<file path="src/rtl/ncc_pkg.sv">
package ncc_pkg;
   localparam int OPC_W = 4;

   localparam logic [OPC_W-1:0] OPC_BRANCH = 4'b0000;
   localparam logic [OPC_W-1:0] OPC_JPAGE  = 4'b0100;
   localparam logic [OPC_W-1:0] OPC_JREG   = 4'b1100;
   localparam logic [OPC_W-1:0] OPC_RETURN = 4'b1101;
   localparam logic [OPC_W-1:0] OPC_SYSCALL = 4'b1111;

   typedef enum logic [2:0] {
      K_SEQ,
      K_BRANCH,
      K_JPAGE,
      K_JREG,
      K_RETURN,
      K_SYSCALL
   } flow_kind_e;

   typedef struct packed {
      logic neg;
      logic zer;
      logic pos;
   } cc_t;

   localparam cc_t CC_RESET = '{neg: 1'b0, zer: 1'b1, pos: 1'b0};
endpackage

</file>
<file path="src/rtl/ncc_decode.sv">
module ncc_decode
   import ncc_pkg::*;
#(
   parameter int WORD_W = 16,
   parameter int IDX_W  = 6,
   parameter int VEC_W  = 8
) (
   input  logic [WORD_W-1:0]           instr,
   output flow_kind_e                  kind,
   output logic [2:0]                  mask,
   output logic                        link_bit,
   output logic [WORD_W-OPC_W-4:0]     offset,
   output logic [IDX_W-1:0]            index,
   output logic [VEC_W-1:0]            vector
);
   localparam int OFF_W  = WORD_W - OPC_W - 3;
   localparam int MASK_HI = WORD_W - OPC_W - 1;

   logic [OPC_W-1:0] opc;

   assign opc      = instr[WORD_W-1 -: OPC_W];
   assign mask     = instr[MASK_HI -: 3];
   assign link_bit = instr[MASK_HI];
   assign offset   = instr[OFF_W-1:0];
   assign index    = instr[IDX_W-1:0];
   assign vector   = instr[VEC_W-1:0];

   always_comb begin
      unique case (opc)
         OPC_BRANCH:  kind = K_BRANCH;
         OPC_JPAGE:   kind = K_JPAGE;
         OPC_JREG:    kind = K_JREG;
         OPC_RETURN:  kind = K_RETURN;
         OPC_SYSCALL: kind = K_SYSCALL;
         default:     kind = K_SEQ;
      endcase
   end
endmodule

</file>
<file path="src/rtl/ncc_flags.sv">
module ncc_flags
   import ncc_pkg::*;
#(
   parameter int WORD_W = 16
) (
   input  logic              clk,
   input  logic              rst_n,
   input  logic              wr_en,
   input  logic [WORD_W-1:0] wr_value,
   output cc_t               cc
);
   cc_t cc_next;

   always_comb begin
      cc_next.neg = wr_value[WORD_W-1];
      cc_next.zer = (wr_value == '0);
      cc_next.pos = !wr_value[WORD_W-1] && (wr_value != '0);
   end

   always_ff @(posedge clk or negedge rst_n) begin
      if (!rst_n) begin
         cc <= CC_RESET;
      end else if (wr_en) begin
         cc <= cc_next;
      end
   end
endmodule

</file>
<file path="src/rtl/ncc_target.sv">
module ncc_target
   import ncc_pkg::*;
#(
   parameter int WORD_W     = 16,
   parameter int IDX_W      = 6,
   parameter int VEC_W      = 8,
   parameter bit IDX_SIGNED = 1'b0
) (
   input  flow_kind_e                  kind,
   input  logic [2:0]                  mask,
   input  logic                        link_bit,
   input  logic [WORD_W-OPC_W-4:0]     offset,
   input  logic [IDX_W-1:0]            index,
   input  logic [VEC_W-1:0]            vector,
   input  cc_t                         cc,
   input  logic [WORD_W-1:0]           pc_cur,
   input  logic [WORD_W-1:0]           base_val,
   input  logic [WORD_W-1:0]           r7_val,
   input  logic [WORD_W-1:0]           vec_data,
   output logic [WORD_W-1:0]           next_pc,
   output logic                        link_we,
   output logic [WORD_W-1:0]           link_data,
   output logic                        vec_req,
   output logic [WORD_W-1:0]           vec_addr
);
   localparam int OFF_W = WORD_W - OPC_W - 3;

   logic [WORD_W-1:0] pc_inc;
   logic [WORD_W-1:0] page_tgt;
   logic [WORD_W-1:0] idx_ext;
   logic              cond_hit;

   assign pc_inc   = pc_cur + 1'b1;
   assign page_tgt = {pc_cur[WORD_W-1:OFF_W], offset};
   assign cond_hit = (cc.neg & mask[2]) | (cc.zer & mask[1]) | (cc.pos & mask[0]);

   generate
      if (IDX_SIGNED) begin : g_idx_sext
         assign idx_ext = {{(WORD_W-IDX_W){index[IDX_W-1]}}, index};
      end else begin : g_idx_zext
         assign idx_ext = {{(WORD_W-IDX_W){1'b0}}, index};
      end
   endgenerate

   assign vec_addr  = {{(WORD_W-VEC_W){1'b0}}, vector};
   assign link_data = pc_inc;

   always_comb begin
      next_pc = pc_inc;
      link_we = 1'b0;
      vec_req = 1'b0;
      unique case (kind)
         K_BRANCH: begin
            if (cond_hit) next_pc = page_tgt;
         end
         K_JPAGE: begin
            next_pc = page_tgt;
            link_we = link_bit;
         end
         K_JREG: begin
            next_pc = base_val + idx_ext;
            link_we = link_bit;
         end
         K_RETURN: begin
            next_pc = r7_val;
         end
         K_SYSCALL: begin
            next_pc = vec_data;
            link_we = 1'b1;
            vec_req = 1'b1;
         end
         default: begin
            next_pc = pc_inc;
         end
      endcase
   end
endmodule

</file>
<file path="src/rtl/ncc_nextpc_unit.sv">
module ncc_nextpc_unit
   import ncc_pkg::*;
#(
   parameter int WORD_W     = 16,
   parameter int IDX_W      = 6,
   parameter int VEC_W      = 8,
   parameter bit IDX_SIGNED = 1'b0
) (
   input  logic              clk,
   input  logic              rst_n,
   input  logic [WORD_W-1:0] pc_cur,
   input  logic [WORD_W-1:0] instr,
   input  logic              rf_we,
   input  logic [WORD_W-1:0] rf_wdata,
   input  logic [WORD_W-1:0] base_val,
   input  logic [WORD_W-1:0] r7_val,
   input  logic [WORD_W-1:0] vec_data,
   output logic [WORD_W-1:0] next_pc,
   output logic              link_we,
   output logic [WORD_W-1:0] link_data,
   output logic              vec_req,
   output logic [WORD_W-1:0] vec_addr,
   output logic              flag_n,
   output logic              flag_z,
   output logic              flag_p
);
   localparam int OFF_W = WORD_W - OPC_W - 3;

   generate
      if (OFF_W < 2) begin : g_bad_word
         $error("ncc_nextpc_unit: WORD_W too small for opcode, mask and offset");
      end
      if (IDX_W < 1 || IDX_W > OFF_W) begin : g_bad_idx
         $error("ncc_nextpc_unit: IDX_W must lie in 1..OFF_W");
      end
      if (VEC_W < 1 || VEC_W > OFF_W) begin : g_bad_vec
         $error("ncc_nextpc_unit: VEC_W must lie in 1..OFF_W");
      end
   endgenerate

   flow_kind_e        kind;
   logic [2:0]        mask;
   logic              link_bit;
   logic [OFF_W-1:0]  offset;
   logic [IDX_W-1:0]  index;
   logic [VEC_W-1:0]  vector;
   cc_t               cc;

   ncc_decode #(
      .WORD_W (WORD_W),
      .IDX_W  (IDX_W),
      .VEC_W  (VEC_W)
   ) u_decode (
      .instr    (instr),
      .kind     (kind),
      .mask     (mask),
      .link_bit (link_bit),
      .offset   (offset),
      .index    (index),
      .vector   (vector)
   );

   ncc_flags #(
      .WORD_W (WORD_W)
   ) u_flags (
      .clk      (clk),
      .rst_n    (rst_n),
      .wr_en    (rf_we),
      .wr_value (rf_wdata),
      .cc       (cc)
   );

   ncc_target #(
      .WORD_W     (WORD_W),
      .IDX_W      (IDX_W),
      .VEC_W      (VEC_W),
      .IDX_SIGNED (IDX_SIGNED)
   ) u_target (
      .kind      (kind),
      .mask      (mask),
      .link_bit  (link_bit),
      .offset    (offset),
      .index     (index),
      .vector    (vector),
      .cc        (cc),
      .pc_cur    (pc_cur),
      .base_val  (base_val),
      .r7_val    (r7_val),
      .vec_data  (vec_data),
      .next_pc   (next_pc),
      .link_we   (link_we),
      .link_data (link_data),
      .vec_req   (vec_req),
      .vec_addr  (vec_addr)
   );

   assign flag_n = cc.neg;
   assign flag_z = cc.zer;
   assign flag_p = cc.pos;
endmodule

</file>
<file path="config.mk">
export PLATFORM = sky130hd
export DESIGN_NAME = ncc_nextpc_unit
export DESIGN_NICKNAME = d
export VERILOG_FILES = /design/src/rtl/ncc_pkg.sv /design/src/rtl/ncc_decode.sv /design/src/rtl/ncc_flags.sv /design/src/rtl/ncc_target.sv /design/src/rtl/ncc_nextpc_unit.sv
export SDC_FILE = /design/constraint.sdc
export NUM_CORES = 1
export LEC_CHECK = 0
export ABC_AREA = 1
export BUFFER_PORTS_ARGS = -buffer_cell sky130_fd_sc_hd__buf_4
export CORE_MARGIN = 4
export CORE_UTILIZATION = 30
export CTS_CLUSTER_SIZE = 8
export DETAILED_ROUTE_END_ITERATION = 7
export PLACE_DENSITY = 0.6
export SETUP_SLACK_MARGIN = 0.2
export SLEW_MARGIN = 25
export SYNTH_ARGS = -nofsm -noshare
export SYNTH_HDL_FRONTEND = slang
export SYNTH_SLANG_ARGS = --single-unit
export TNS_END_PERCENT = 50
</file>
<file path="constraint.sdc">
create_clock -name clk -period 3.1 [get_ports clk]
set_input_delay 0.775 -clock clk [delete_from_list [all_inputs] [get_ports clk]]
set_output_delay 0.775 -clock clk [all_outputs]
set_load 0.02 [all_outputs]
</file>
==> run metrics <==
overall routing resource usage 20.9%; final net count roughly 630; crit path capture type output port; TritonCTS clock tree built; footprint of the multi-input gates between 1500 and 2000 sq um; # diodes 0; DR WL/cell 14.1 um; worst clock skew 0 ns; Post-synth top flop dfrtp_1; Core ar. 6390 sq um; top-count cell post-synth nand2_1; I/O Buffers 143; Filler Cell Count 677; ranking of synthesized cells by area nand2_1, inv_1, nand3_1; Syn Area/Cell 5.26 sq um; Place WS -0.0186 ns; routing usage on met1 25.6%; width of the die between 80 and 90 um; list of most frequent post-synthesis cells nand2_1, inv_1, nand3_1; Sink Count 3; clk root buf clkbuf_8; Final ANT Viol Nets 0; Post-synth EDFFs 0; CP Cell Sequence buf_6, ha_4, fa_2, nand3_2, nand3_4, nand2_4, nand2_4, or2_4, nand3_2, o211ai_1, buf_4; Max FO, Critical Path 7; Clock Latency Late Sink 0.22 ns; GRT overflow 0; CTS Buf Count 3; Yosys cell types 37; leading area contributor after synthesis nand2_1; fin util 53.9%; I/O Pins 152; DR DRC count 0; pin count of the biggest net entering global routing 15; Largest regs u_flags.cc x3; largest stage delay on the critical path approximately 0.34 ns; Synth top area share 21.0%; Post-DP HPWL 7310 um; Die H 89.3 um; Tot Pwr between 0.0006 and 0.0007 W; number of synthesized register bits 3; Levels on crit path 11; Ys Warns 0; CP Launch Type primary input; Leak Pwr 1.87 nW; M3 GR Usage ~2.5%; share of layout cells above drive strength 1 a little over two fifths; pwr/cell area ~200 nW/um^2; Crit Path Category primary input to output port; sequential fraction of the synthesis area 3.85%; Worst Hold Class primary input to async pin; total wire length around 8500 um; mapped cell area 1980 sq um; status finished clean; min cycle time layout 3.03 ns; initial antenna violation count 0; Via density slightly below 5; Reg with most FFs u_flags.cc; Hold Slack between 0.3 and 0.4 ns; delay-heaviest family, CP simple AND/OR/NAND/NOR gates; gr busiest metal met2; Setup Total Neg Slack 0 ns; total number of vias between 2,000 and 3,000; Placer Congestion slightly above 0.9; FF/Latch Area 76.3 sq um; Max Transition Viols Final 0; Initial Util a little under a third; RSZ-0062 raised after global routing yes; max reg flops 3; post-synthesis async set-or-reset flop share 100%; Critical Path RT 2.32 ns; fin crit share a little under 100%; Max clock buf depth 2; cts hold-fix bufs 0; final worst setup slack 0.0683 ns; DR iter-0 viols 67; final hold vios 0; Mapped Cells 377; GRT met2 Usage around two fifths; Critical Path AT ~2.3 ns; Clk pin slew, worst setup/hold paths 0.03 ns; critical path's slowest cell fa_2; Worst Path Buf+Inv 2; Max VDD drop 169 uV; row cnt 29; R2R cell count 4; Area growth, synth to finish 73.6%; max frequency ~330 MHz; vias in the first global route 2,930; Pre-Repair DR Iteration Count 4; Setup-failing EPs final 0; die area 7980 sq um; H-tree levels 1; max cap viols 0; global-route wire length before repair about 13,000 um
## where the power goes
group / switching (W) / internal [W] / total [W]
Combinational: 0.000279 / 0.000248 / 0.000527
Clock: 0.0000301 / 0.0000881 / 0.000118
Sequential: 0.00000206 / 0.0000418 / 0.0000439
## cell usage in the layout (no fill, tap or decap), types with 9 or more instances in the layout
cell type	count
buf_6	9
a21oi_1	21
buf_4	148
nor2_1	32
nand2_1	104
nand3_1	29
nand3_2	15
nand2_2	9
inv_1	59
nor2_2	11
## worst register-to-register path, cell delays in order, from the launching register on
cell and delay, ns:
dfrtp_1 0.39, nand2_1 0.07, o21ai_0 0.07, nand2_1 0.06, inv_1 0.03
## path summary, 6_finish.rpt
kind / start / to / slack (ns)
worst min-delay path: rst_n / u_flags.cc[2]$_DFFE_PN0P_ / 0.34
worst min register to register: u_flags.cc[1]$_DFFE_PN1P_ / u_flags.cc[1]$_DFFE_PN1P_ / 0.48
worst max register to register: u_flags.cc[0]$_DFFE_PN0P_ / u_flags.cc[0]$_DFFE_PN0P_ / 2.37
min in group clk: u_flags.cc[1]$_DFFE_PN1P_ / u_flags.cc[1]$_DFFE_PN1P_ / 0.48
max in group asynchronous: rst_n / u_flags.cc[1]$_DFFE_PN1P_ / 2.58
worst max-delay path: instr[0] / next_pc[6] / 0.07
## area by class of cell
| class | count | area share (%) |
|---|---|---|
| clock buffers | 4 | 1.31 |
| inverters | 61 | 6.65 |
| multi-input cells | 301 | 51.8 |
| flip-flops and latches | 3 | 2.22 |
| well taps | 77 | 2.80 |
| repair buffers | 157 | 35.2 |
## stage by stage
step,std cells,instance area [sq um]
2_1_floorplan,384,2040
3_3_place_gp,596,3150
3_5_place_dp,596,3150
4_1_cts,601,3300
5_1_grt,603,3440
6_report,603,3440
## kinds of logic (layout without fill, tap and decap cells)
family	after synthesis	in the layout	synth area share (%)
flops	3	3	3.85
other cells	1	8	0.189
simple gates	229	229	52.5
fa+ha+maj	8	8	5.42
xor+xnor	7	7	3.47
buf+inv	80	222	18.8
compound gates	49	49	15.8
## routing by layer
layer / vias up / part of all wire (%)
li1: 1493 / -
met1: 1323 / 40
met2: 84 / 53
met3: 4 / 6.1
met4: 0 / 0.42
met5: - / 0
## timing repair
action,in CTS,in global routing
buffers inserted,1,2
endpoints found under the setup margin,12,15
resized for setup,18,30
pin swaps,9,15
Note: power is estimated with default switching activity, not from simulation.
